**src/rtl/dslope_pkg.sv**
```systemverilog
package dslope_pkg;

  typedef enum logic [2:0] {
    ST_IDLE,
    ST_CLR,
    ST_HOLD,
    ST_UP,
    ST_DOWN,
    ST_DONE
  } seqState_t;

  typedef struct packed {
    logic cntClear;
    logic cntInc;
    logic takeCount;
    logic takeSat;
  } dpStrobe_t;

endpackage

```
**src/rtl/dslope_ctrl.sv**
```systemverilog
module dslope_ctrl
  import dslope_pkg::*;
(
  input  logic       clk,
  input  logic       rst,
  input  logic       startReq,
  input  logic       cmpAbove,
  input  logic       cntMax,
  output dpStrobe_t  strobe,
  output logic       integEn,
  output logic       selRef,
  output logic       intClear,
  output logic       holdCapture,
  output logic       busy,
  output logic       done
);

  seqState_t curState;
  seqState_t nxtState;

  always_ff @(posedge clk) begin
    if (rst) curState <= ST_IDLE;
    else     curState <= nxtState;
  end

  always_comb begin
    nxtState = curState;
    strobe   = '0;
    case (curState)
      ST_IDLE: begin
        if (startReq) nxtState = ST_CLR;
      end
      ST_CLR: begin
        nxtState = ST_HOLD;
      end
      ST_HOLD: begin
        // counter starts from zero for the fixed run-up
        strobe.cntClear = 1'b1;
        nxtState        = ST_UP;
      end
      ST_UP: begin
        // wrap from all ones to zero ends run-up and re-arms the count
        strobe.cntInc = 1'b1;
        if (cntMax) nxtState = ST_DOWN;
      end
      ST_DOWN: begin
        if (!cmpAbove) begin
          strobe.takeCount = 1'b1;
          nxtState         = ST_DONE;
        end else if (cntMax) begin
          strobe.takeSat = 1'b1;
          nxtState       = ST_DONE;
        end else begin
          strobe.cntInc = 1'b1;
        end
      end
      ST_DONE: begin
        nxtState = ST_IDLE;
      end
      default: nxtState = ST_IDLE;
    endcase
  end

  assign intClear    = (curState == ST_CLR);
  assign holdCapture = (curState == ST_HOLD);
  assign integEn     = (curState == ST_UP) || (curState == ST_DOWN);
  assign selRef      = (curState == ST_DOWN);
  assign busy        = (curState != ST_IDLE);
  assign done        = (curState == ST_DONE);

endmodule

```
**src/rtl/dslope_dp.sv**
```systemverilog
module dslope_dp
  import dslope_pkg::*;
#(
  parameter int CNT_W = 8
) (
  input  logic             clk,
  input  logic             rst,
  input  dpStrobe_t        strobe,
  output logic             cntMax,
  output logic [CNT_W-1:0] code,
  output logic             overRange
);

  localparam logic [CNT_W-1:0] CNT_TOP = {CNT_W{1'b1}};

  logic [CNT_W-1:0] phaseCnt;

  always_ff @(posedge clk) begin
    if (rst)                  phaseCnt <= '0;
    else if (strobe.cntClear) phaseCnt <= '0;
    else if (strobe.cntInc)   phaseCnt <= phaseCnt + 1'b1;
  end

  assign cntMax = (phaseCnt == CNT_TOP);

  always_ff @(posedge clk) begin
    if (rst) begin
      code      <= '0;
      overRange <= 1'b0;
    end else if (strobe.takeCount) begin
      code      <= phaseCnt;
      overRange <= 1'b0;
    end else if (strobe.takeSat) begin
      code      <= CNT_TOP;
      overRange <= 1'b1;
    end
  end

endmodule

```
**src/rtl/dslope_seq.sv**
```systemverilog
module dslope_seq
  import dslope_pkg::*;
#(
  parameter int CNT_W = 8
) (
  input  logic             clk,
  input  logic             rst,
  input  logic             startReq,
  input  logic             cmpAbove,
  output logic             integEn,
  output logic             selRef,
  output logic             intClear,
  output logic             holdCapture,
  output logic             busy,
  output logic             done,
  output logic             overRange,
  output logic [CNT_W-1:0] code
);

  dpStrobe_t strobe;
  logic      cntMax;

  dslope_ctrl u_ctrl (
    .clk         (clk),
    .rst         (rst),
    .startReq    (startReq),
    .cmpAbove    (cmpAbove),
    .cntMax      (cntMax),
    .strobe      (strobe),
    .integEn     (integEn),
    .selRef      (selRef),
    .intClear    (intClear),
    .holdCapture (holdCapture),
    .busy        (busy),
    .done        (done)
  );

  dslope_dp #(.CNT_W(CNT_W)) u_dp (
    .clk       (clk),
    .rst       (rst),
    .strobe    (strobe),
    .cntMax    (cntMax),
    .code      (code),
    .overRange (overRange)
  );

endmodule

```
**config.mk**
```make
export PLATFORM = sky130hd
export DESIGN_NAME = dslope_seq
export DESIGN_NICKNAME = d
export VERILOG_FILES = /design/src/rtl/dslope_pkg.sv /design/src/rtl/dslope_ctrl.sv /design/src/rtl/dslope_dp.sv /design/src/rtl/dslope_seq.sv
export SDC_FILE = /design/constraint.sdc
export NUM_CORES = 1
export LEC_CHECK = 0
export BUFFER_PORTS_ARGS = -buffer_cell sky130_fd_sc_hd__buf_2
export CORE_MARGIN = 5
export CORE_UTILIZATION = 56
export CTS_BUF_LIST = sky130_fd_sc_hd__clkbuf_4 sky130_fd_sc_hd__clkbuf_8
export CTS_CLUSTER_SIZE = 30
export DETAILED_ROUTE_END_ITERATION = 16
export MAX_ROUTING_LAYER = met4
export PLACE_DENSITY = 0.8
export SLEW_MARGIN = 20
export SYNTH_ARGS = -nofsm -noshare
export SYNTH_HDL_FRONTEND = slang
export SYNTH_SLANG_ARGS = --single-unit
```
**constraint.sdc**
```tcl
create_clock -name clk -period 1.6 [get_ports clk]
set_input_delay 0.16 -clock clk [delete_from_list [all_inputs] [get_ports clk]]
set_output_delay 0.16 -clock clk [all_outputs]
set_load 0.02 [all_outputs]
```
==> impl_metrics.csv, run 1 <==
group,metric,value,unit
global_routing,grt_use_total,0.194,
worst_setup_path,worst_setup_path_endpoint,"integEn",
outcome,outcome,"finished, final reports clean",
worst_setup_path,ff2ff_setup_slack,0.12,ns
yosys,syn-mean-instance-area,8.80,sq um
pwr,power,0.000857,W
cells_and_area,post_route_insts_no_fill,168,
pwr,pwr_density_cell,690,mW/mm^2
sta,final_hold_viol_count,0,
worst_setup_path,worstReg2RegEnd,"u_dp.phaseCnt[5]",
clock_network,clk_pin_slew_worst_paths,0.11,ns
die,initial_utilization,0.591,
pwr,peakVddDrop,0.000507,V
sta,post_route_setup_tns,0,ns
clock_network,cts.root.buffer_cell,"clkbuf_4",
die,fp.dieH,52.7,um
sta,highest_clock_rate,665,MHz
pwr,power.share.combinational,0.124,
placed_design,place.gp.congestion,0.830,
worst_setup_path,critPathLaunchType,"flop",
cells_and_area,finalCoreUtilization,0.719,
yosys,syn_area,0.00102,sq mm
clock_network,total_clock_sinks,20,
route,firstDrtPassIters,4,
global_routing,first_global_vias,872,
worst_setup_path,setup.worst_path.end_class,"primary output",
yosys,postSynthNetCount,121,
yosys,yosysMostFrequentCell,"dfxtp_1",
yosys,synth_seq_area_share,0.392,
pwr,power_frac_clock,0.274,
die,num_rows,15,
sta,final.min_clock_period,1.50,ns
route,met1Wirelength,986,um
route,drt.antenna.violating_nets,0,
hold_path,hold_class,"in -> reg",
clock_network,cts_max_level,1,
run,max-cap-violations,0,
sta,grt_setup_unrepaired,"no",
worst_setup_path,cp_data_required_time,1.44,ns
pwr,net_switching,0.000216,W
hold_path,whs_path_depth,3,
route,number_of_remaining_drc_errors,0,
pwr,switching_share,0.252,
yosys,synthDominantCellAreaShare,0.392,
yosys,synth-edff-count,0,
yosys,synthTopCellsByCount,"dfxtp_1 (20), nor2_1 (12), a211oi_1 (11), inv_1 (9), nand2_1 (9)",
route,detailroute.wirelength.met2,1150,um
worst_setup_path,path_max_fanout,7,
placed_design,place.detailed.instances,162,
die,floorplan.io_pins,19,
die,floorplan.die.width,52.7,um
pwr,cellLeakagePower,0.523,nW
die,core_region_area,0.00173,sq mm
cells_and_area,filler_cell_count,144,
cells_and_area,final_layout_size_suffix_gt1_frac,0.357,
worst_setup_path,worst_setup_path_startpoint,"u_ctrl.curState[0]",
clock_network,cts_tree,"done",
route,via_count,919,
yosys,async_reset_ff_frac,0,
hold_path,hold_start,"rst",
clock_network,cts_hold_buffers,0,
sta,clock_skew,0.00187,ns
sta,slew_of_the_pin_with_the_lowest_slew_margin,0.332,ns
clock_network,worst_skew_pair.late_latency,0.30,ns
global_routing,grt-ovfl-total,0,
pwr,pwr-share-seq,0.602,
yosys,netlist_top_cells_area,"dfxtp_1 (39%), a211oi_1 (8.1%), mux2i_1 (4.9%)",
route,drt-vias-per-instance,5.47,
route,highest_layer,"met4",
route,wl_met3,105,um
clock_network,cts_buffers,3,
worst_setup_path,arrival_time_of_data_at_the_critical_path_endpoint,1.34,ns
pwr,cellInternalPower,0.000641,W
route,wirelength,2260,um
worst_setup_path,regToRegStartpoint,"u_dp.phaseCnt[0]",
yosys,synth.lib_cells_used.distinct,35,
route,avgRoutedWirePerCell,13.5,um
sta,finalSetupViolCount,0,
global_routing,antenna_found_initial,0,
route,detail_route.iter0.violations,9,
sta,finalWorstSetupSlack,0.0958,ns
worst_setup_path,worst_r2r_path_depth,5,
sta,final.period_utilization,0.940,
die,fp.dieArea,0.00278,sq mm
yosys,synthDominantAreaCellType,"dfxtp_1",
global_routing,grt_pass1_wl,3870,um
sta,max_transition_viols_final,0,
yosys,syn-instance-count,116,
clock_network,cts_buffer_depth,2,
global_routing,maximum_number_of_pins_on_one_net_before_global_route_repair,18,
cells_and_area,syn_to_final_growth,21.6,%
cells_and_area,num-nets-final,150,
sta,max-slew-margin-rel,0.779,
placed_design,pre_cts_slack,0.0221,ns
placed_design,io_buffers,18,
worst_setup_path,setup.worst_path.class,"reg -> out",
yosys,synth-seq-cells,20,
yosys,most_frequently_used_flop_master_after_synthesis,"dfxtp_1",
cells_and_area,antennaDiodeCount,0,
yosys,yosysWarningCount,0,
placed_design,detailedPlacementHpwl,1640,um
worst min path at each step:
stage	to
6_report	u_dp.phaseCnt[3]
5_1_grt	u_dp.phaseCnt[1]
4_1_cts	u_dp.phaseCnt[3]
3_5_place_dp	u_dp.code[2]
3_3_place_gp	u_dp.code[6]
2_1_floorplan	u_dp.overRange
flip-flops by register name, indices dropped and copies added, names as in the netlist:
name	flops
u_dp.phaseCnt	8
u_dp.code	8
u_dp.overRange	1
u_ctrl.curState	3
routing by layer:
layer,global-route usage,vias up
li1,-,472
met1,0.219,417
met2,0.341,23
met3,0.0370,7
met4,0.0638,0
met5,-,-
critical path, cell delays in order (launching register included):
cell and delay (ns):
dfxtp_2 0.37, buf_4 0.15, nor3b_4 0.24, nand2b_1 0.14, buf_2 0.16
timing repair:
item | CTS | global route
setup endpoints to repair | 4 | 17
setup buffers | 2 | 1
gates resized for setup | 3 | 5
pin swaps | 0 | 1
metrics by stage:
stage	hold slack (ns)	area, sq um
3_3_place_gp	0.439	1170
6_report	0.173	1240
4_1_cts	0.171	1210
5_1_grt	0.177	1240
2_1_floorplan	0.358	1020
3_5_place_dp	0.445	1170
power groups by stage:
stage	Sequential [W]	Combinational (W)	Clock, W
2_1_floorplan	0.000518	0.0000689	0
3_3_place_gp	0.000525	0.0000993	0
3_5_place_dp	0.000526	0.000102	0
4_1_cts	0.000515	0.000103	0.000246
5_1_grt	0.000517	0.000117	0.000268
6_report	0.000516	0.000106	0.000235
cell type report:
| cell class | instances | area [sq um] | share of cell area |
|---|---|---|---|
| inverters | 9 | 33.8 | 0.0272 |
| clock buffers | 3 | 22.5 | 0.0181 |
| flip-flops and latches | 20 | 405 | 0.327 |
| multi-input cells | 82 | 576 | 0.464 |
| well taps | 25 | 31.3 | 0.0252 |
| repair buffers | 29 | 173 | 0.139 |
cell usage in the layout, fill, tap and decap left out, drive strengths merged:
cell / netlist / final
buf: 3 / 29
dfxtp: 20 / 20
nor2: 13 / 13
a211oi: 11 / 11
inv: 9 / 9
nand2: 9 / 9
a21oi: 8 / 8
nand3: 6 / 6
or3: 5 / 5
mux2i: 5 / 5
o21ai: 4 / 4
clkbuf: 2 / 3
nor3b: 3 / 3
and3b: 2 / 2
a21o: 2 / 2
nand3b: 1 / 1
nand2b: 1 / 1
nand4: 1 / 1
and4bb: 1 / 1
or2: 1 / 1
nor3: 1 / 1
o22ai: 1 / 1
a31oi: 1 / 1
and3: 1 / 1
o211ai: 1 / 1
a2111o: 1 / 1
a21boi: 1 / 1
a21bo: 1 / 1
ha: 1 / 1
cells by family after synthesis:
logic type	synth area share
flops	0.392
buf+inv	0.0613
compound gates	0.222
mux	0.0490
simple gates	0.263
fa+ha+maj	0.0123
Note: power is estimated with default switching activity, not from simulation.
==> run 2: changes to the inputs <==
Settings changed: BUFFER_PORTS_ARGS -buffer_cell sky130_fd_sc_hd__buf_2 to -buffer_cell sky130_fd_sc_hd__buf_4.
==> run 2 against run 1 <==
  * Clock skew grew 0.0037 ns
  * Die area is the same
  * Register-to-register slack gained 0.04 ns
  * Critical path type unchanged
  * Highest routed layer unchanged
==> impl_metrics.csv, run 2 (synthesis gave the netlist of run 1 again) <==
group,metric,value,unit
cells_and_area,filler_cell_count,147,
worst_setup_path,critPathBufInv,2,
worst_setup_path,regToRegStartpoint,"u_dp.phaseCnt[0]",
cells_and_area,multiInputGateArea,568,sq um
run,max-cap-violations,0,
route,firstDrtPassIters,4,
clock_network,cts_hold_buffers,0,
sta,slew_of_the_pin_with_the_lowest_slew_margin,0.348,ns
placed_design,detailedPlacementHpwl,1640,um
pwr,pwr_density_cell,672,mW/mm^2
placed_design,postPlaceCellArea,0.00121,sq mm
die,floorplan.io_pins,19,
hold_path,whs_path_depth,2,
clock_network,cts.root.buffer_cell,"clkbuf_4",
global_routing,first_global_vias,880,
global_routing,grt-ovfl-total,0,
worst_setup_path,worst_r2r_path_depth,6,
clock_network,worst_skew_pair.late_latency,0.30,ns
worst_setup_path,critical_path_depth,3,
placed_design,pre_cts_slack,0.0696,ns
sta,max-slew-margin-rel,0.768,
cells_and_area,syn_to_final_growth,23.5,%
worst_setup_path,critical-path-top-delay-family,"flip-flops",
route,via_count,918,
die,fp.dieArea,0.00278,sq mm
route,detail_route.iter0.violations,8,
pwr,peakVddDrop,0.000564,V
placed_design,io_buffers,18,
clock_network,cts_max_level,1,
sta,max_transition_viols_final,0,
worst_setup_path,critPathLaunchType,"flop",
outcome,outcome,"finished, final reports clean",
hold_path,hold_class,"in -> reg",
global_routing,maximum_number_of_pins_on_one_net_before_global_route_repair,19,
placed_design,place.gp.congestion,0.866,
worst_setup_path,worstReg2RegEnd,"u_dp.phaseCnt[7]",
hold_path,hold_start,"rst",
worst_setup_path,ff2ff_setup_slack,0.16,ns
die,floorplan.die.width,52.7,um
clock_network,clk_pin_slew_worst_paths,0.11,ns
route,wirelength,2200,um
die,initial_utilization,0.591,
cells_and_area,final_layout_size_suffix_gt1_frac,0.319,
worst_setup_path,path_max_fanout,12,
sta,final_hold_viol_count,0,
sta,final.period_utilization,0.939,
sta,finalSetupViolCount,0,
clock_network,total_clock_sinks,20,
worst_setup_path,arrival_time_of_data_at_the_critical_path_endpoint,1.34,ns
cells_and_area,final-seq-area,403,sq um
cells_and_area,mostFrequentLayoutCells,"buf_4 (27), dfxtp_1 (18), nor2_1 (12)",
route,drt-vias-per-instance,5.53,
global_routing,antenna_found_initial,0,
worst_setup_path,crit_path_top_delay_cell,"dfxtp_2",
hold_path,min_to,"u_dp.code[2]",
sta,finalWorstSetupSlack,0.0977,ns
cells_and_area,post_route_insts_no_fill,166,
worst_setup_path,setup.worst_path.class,"reg -> out",
global_routing,grt_pass1_wl,3910,um
die,core_region_area,0.00173,sq mm
cells_and_area,antennaDiodeCount,0,
clock_network,cts_tree,"done",
clock_network,cts_buffers,3,
cells_and_area,largest_registers,"u_dp.code: 8 flops, u_dp.phaseCnt: 8 flops, u_ctrl.curState: 3 flops",
worst_setup_path,cp_common_cell,"buf_4",
worst_setup_path,timing.critical_path.cells,"nor3b_1 -> buf_4 -> buf_4",
cells_and_area,cell_area_after_layout,0.00126,sq mm
route,drt.antenna.violating_nets,0,
sta,grt_setup_unrepaired,"no",
sta,post_route_setup_tns,0,ns
clock_network,cts_buffer_depth,2,
global_routing,grt_use_total,0.193,
cells_and_area,most_common_cell_after_layout_fill_and_taps_aside,"buf_4",
sta,highest_clock_rate,666,MHz
route,avgRoutedWirePerCell,13.2,um
die,num_rows,15,
worst_setup_path,setup.worst_path.end_class,"primary output",
cells_and_area,num-nets-final,148,
worst_setup_path,critPathMaxStageDelay,0.45,ns
die,fp.dieH,52.7,um
worst_setup_path,cp_data_required_time,1.44,ns
placed_design,place.detailed.instances,161,
route,number_of_remaining_drc_errors,0,
pwr,cellLeakagePower,0.514,nW
sta,clock_skew,0.00558,ns
sta,final.min_clock_period,1.50,ns
[run 2: cell types whose count changed in the layout (fill, tap and decap cells not counted), sizes merged]
cell and change:
buf -2
[run 2: repair_timing]
item / in CTS / in global routing
pin swaps: 0 / 1
endpoints found under the hold margin: 0 / 0
endpoints found under the setup margin: 2 / 12
setup buffers: 1 / 1
gates resized for setup: 1 / 3
[run 2: where the power goes]
group,leakage [nW],internal [W],switching (W),total [W]
clock,0.0138,0.0000877,0.000147,0.000234
combinational,0.338,0.0000455,0.0000528,0.0000983
sequential,0.162,0.000504,0.0000107,0.000515
total,0.514,0.000637,0.000210,0.000847
[run 2: layer usage]
metal  GRT usage  wire length (um)
met4       0.102                38
met5           -                 0
met1       0.227               987
met3      0.0342                84
met2       0.310              1090
[run 2: layout make-up]
cell class | count | share of cell area
timing repair buffer | 27 | 0.161
clock buffer | 3 | 0.0179
sequential | 20 | 0.319
tap | 25 | 0.0248
inverter | 9 | 0.0268
multi-input combinational | 82 | 0.450
[run 2: worst max path at each step]
| stage | start | to | slack, ns |
|---|---|---|---|
| floorplan | u_ctrl.curState[1] | u_dp.phaseCnt[4] | 0.008 |
| global placement | u_dp.phaseCnt[0] | u_dp.phaseCnt[7] | 0.20 |
| detailed placement | u_dp.phaseCnt[0] | u_dp.phaseCnt[5] | 0.07 |
| CTS | u_dp.phaseCnt[0] | u_dp.phaseCnt[7] | 0.05 |
| global route | u_ctrl.curState[0] | integEn | 0.01 |
| finish | u_ctrl.curState[1] | holdCapture | 0.1 |
[run 2: stage by stage]
stage	hold slack [ns]	util	total power, W
5_1_grt	0.149	0.730	0.000888
4_1_cts	0.155	0.720	0.000852
6_report	0.154	0.730	0.000847
3_5_place_dp	0.448	0.701	0.000623
3_3_place_gp	0.442	0.701	0.000621
2_1_floorplan	0.358	-	0.000587
==> run 3: changes to the inputs <==
Settings changed: CORE_UTILIZATION 56 to 55, SYNTH_HIERARCHICAL set to 1.
==> run 3 against run 2 <==
  * Critical endpoint is now u_dp/phaseCnt[5]
  * Sequential power hardly changed
  * The run now ends with negative setup slack left
  * Critical path depth grew 6
  * Largest power group unchanged
  * Non-clock buffer count up 7
==> impl_metrics.csv, run 3 <==
group,metric,value,unit
worst_setup_path,critical-path-top-delay-family,"simple AND/OR/NAND/NOR gates",
clock_network,cts_max_level,1,
clock_network,total_clock_sinks,20,
cells_and_area,largest_registers,"u_dp/code: 8 flops, u_dp/phaseCnt: 8 flops, u_ctrl/curState: 3 flops",
clock_network,cts_buffer_depth,2,
clock_network,cts_buffers,3,
placed_design,io_buffers,18,
worst_setup_path,critPathLaunchType,"flop",
sta,max-slew-margin-rel,0.841,
placed_design,place.gp.congestion,0.829,
worst_setup_path,critPathMaxStageDelay,0.37,ns
yosys,netlist_top_cells_area,"dfxtp_1 (44%), nor3_1 (9.4%), nor2b_1 (5.5%)",
sta,final_hold_viol_count,0,
clock_network,clk_pin_slew_worst_paths,0.11,ns
cells_and_area,finalCoreUtilization,0.832,
clock_network,worst_skew_pair.late_latency,0.31,ns
placed_design,place.detailed.instances,147,
run,max-cap-violations,0,
die,floorplan.die.width,50.6,um
outcome,failed_checks,"negative setup slack",
die,floorplan.io_pins,19,
route,wirelength,2440,um
cells_and_area,post_route_insts_no_fill,154,
die,fp.dieH,50.6,um
yosys,synth-edff-count,0,
sta,highest_clock_rate,621,MHz
global_routing,grt_pass1_wl,3720,um
route,detail_route.iter0.violations,19,
yosys,synthDominantCellAreaShare,0.441,
yosys,synthDominantAreaCellType,"dfxtp_1",
cells_and_area,final_layout_size_suffix_gt1_frac,0.442,
sta,clock_skew,0.00739,ns
pwr,peakVddDrop,0.000817,V
die,core_region_area,0.00154,sq mm
yosys,yosysMostFrequentCell,"dfxtp_1",
placed_design,detailedPlacementHpwl,1510,um
sta,finalWorstSetupSlack,-0.00935,ns
placed_design,postPlaceCellArea,0.00114,sq mm
pwr,cellLeakagePower,0.561,nW
worst_setup_path,arrival_time_of_data_at_the_critical_path_endpoint,1.85,ns
yosys,synth-seq-cells,20,
yosys,synth_seq_area_share,0.441,
die,fp.dieArea,0.00256,sq mm
sta,finalSetupViolCount,2,
worst_setup_path,path_max_fanout,5,
sta,grt_setup_unrepaired,"yes",
cells_and_area,num-nets-final,144,
outcome,outcome,"finished, violations left",
pwr,pwr_density_cell,793,mW/mm^2
worst_setup_path,cp_data_required_time,1.84,ns
hold_path,hold_class,"in -> reg",
worst_setup_path,cp_common_cell,"nand3_2",
clock_network,cts_tree,"done",
sta,max_transition_viols_final,0,
route,drt.antenna.violating_nets,0,
worst_setup_path,timing.critical_path.cells,"ha_4 -> nand3_2 -> nor2_4 -> nor2b_4 -> nand3_2 -> nand2_4 -> nand3_2 -> or3_4 -> a21oi_2",
cells_and_area,mostFrequentLayoutCells,"buf_4 (34), nor3_1 (17), dfxtp_1 (16)",
sta,final.period_utilization,1.01,
sta,final.min_clock_period,1.61,ns
worst_setup_path,setup.worst_path.class,"reg -> reg",
sta,slew_of_the_pin_with_the_lowest_slew_margin,0.236,ns
route,via_count,882,
yosys,syn_area,907,sq um
cells_and_area,cell_area_after_layout,0.00128,sq mm
route,drt-vias-per-instance,5.73,
cells_and_area,most_common_cell_after_layout_fill_and_taps_aside,"buf_4",
global_routing,grt_use_total,0.194,
clock_network,cts_hold_buffers,0,
die,num_rows,14,
yosys,most_frequently_used_flop_master_after_synthesis,"dfxtp_1",
worst_setup_path,crit_path_top_delay_cell,"or3_4",
yosys,async_reset_ff_frac,0,
global_routing,grt-ovfl-total,0,
yosys,syn-instance-count,107,
worst_setup_path,setup.worst_path.end_class,"flop",
cells_and_area,syn_to_final_growth,41.4,%
global_routing,maximum_number_of_pins_on_one_net_before_global_route_repair,18,
route,firstDrtPassIters,4,
placed_design,pre_cts_slack,-0.0308,ns
cells_and_area,antennaDiodeCount,0,
global_routing,antenna_found_initial,0,
die,initial_utilization,0.588,
yosys,syn-mean-instance-area,8.48,sq um
worst_setup_path,critPathBufInv,0,
clock_network,cts.root.buffer_cell,"clkbuf_4",
yosys,synthTopCellsByCount,"dfxtp_1 (20), nor3_1 (17), nor2_1 (10), nor2b_1 (8), nand2_1 (6)",
yosys,postSynthNetCount,112,
global_routing,first_global_vias,818,
yosys,yosysWarningCount,6,
route,number_of_remaining_drc_errors,0,
route,avgRoutedWirePerCell,15.8,um
yosys,synth.lib_cells_used.distinct,31,
run 3: kinds of logic after synthesis:
logic type / after synthesis / synth area share
buffers and inverters: 8 / 0.0483
AO/OA/AOI/OAI: 10 / 0.0648
adder cells (fa/ha/maj): 1 / 0.0138
flip-flops: 20 / 0.441
AND/OR/NAND/NOR: 63 / 0.382
XOR/XNOR: 4 / 0.0386
multiplexers: 1 / 0.0110
run 3: timing repair:
item                       in CTS  in global routing
setup endpoints to repair       3                 18
buffers inserted                1                  2
hold endpoints to repair        0                  0
pin swaps                       5                  4
resized for setup               4                 15
run 3: report_power, final:
group          switching (W)  internal (W)  total [W]
clock network       0.000159      0.000254   0.000412
registers          0.0000106      0.000504   0.000515
logic              0.0000498     0.0000412  0.0000909
total               0.000219      0.000799    0.00102
run 3: cell type report:
class                           count  area [sq um]
Timing Repair Buffer               34           255
Fill cell                          94           259
Sequential cell                    20           405
Inverter                            1          3.75
Tap cell                           16          20.0
Multi-Input combinational cell     79           546
Clock buffer                        3          22.5
Clock inverter                      1          30.0
run 3: layer usage:
metal | vias to the layer above | share of wire | GRT usage
met5 | - | 0 | -
met4 | 0 | 0.012 | 0.0638
met3 | 4 | 0.065 | 0.0562
met2 | 24 | 0.51 | 0.322
met1 | 420 | 0.42 | 0.220
li1 | 434 | - | -
run 3: final timing paths:
check | startpoint | end | slack [ns] | depth (start not counted)
worst min-delay path | startReq | u_ctrl/curState[0] | 0.09 | 2
worst max register to register | u_dp/phaseCnt[0] | u_dp/phaseCnt[5] | -0.009 | 9
worst min register to register | u_dp/overRange | u_dp/overRange | 0.54 | 2
worst max-delay path | u_dp/phaseCnt[0] | u_dp/phaseCnt[5] | -0.009 | 9
run 3: stage by stage:
stage	TNS, ns	hold WS, ns	total power [W]
after global placement	0	0.403	0.000604
after CTS	0	0.0859	0.00102
after floorplan	-0.0186	0.222	0.000574
after global routing	-0.306	0.0830	0.00106
after detailed placement	-0.0784	0.408	0.000606
final	-0.0122	0.0858	0.00102
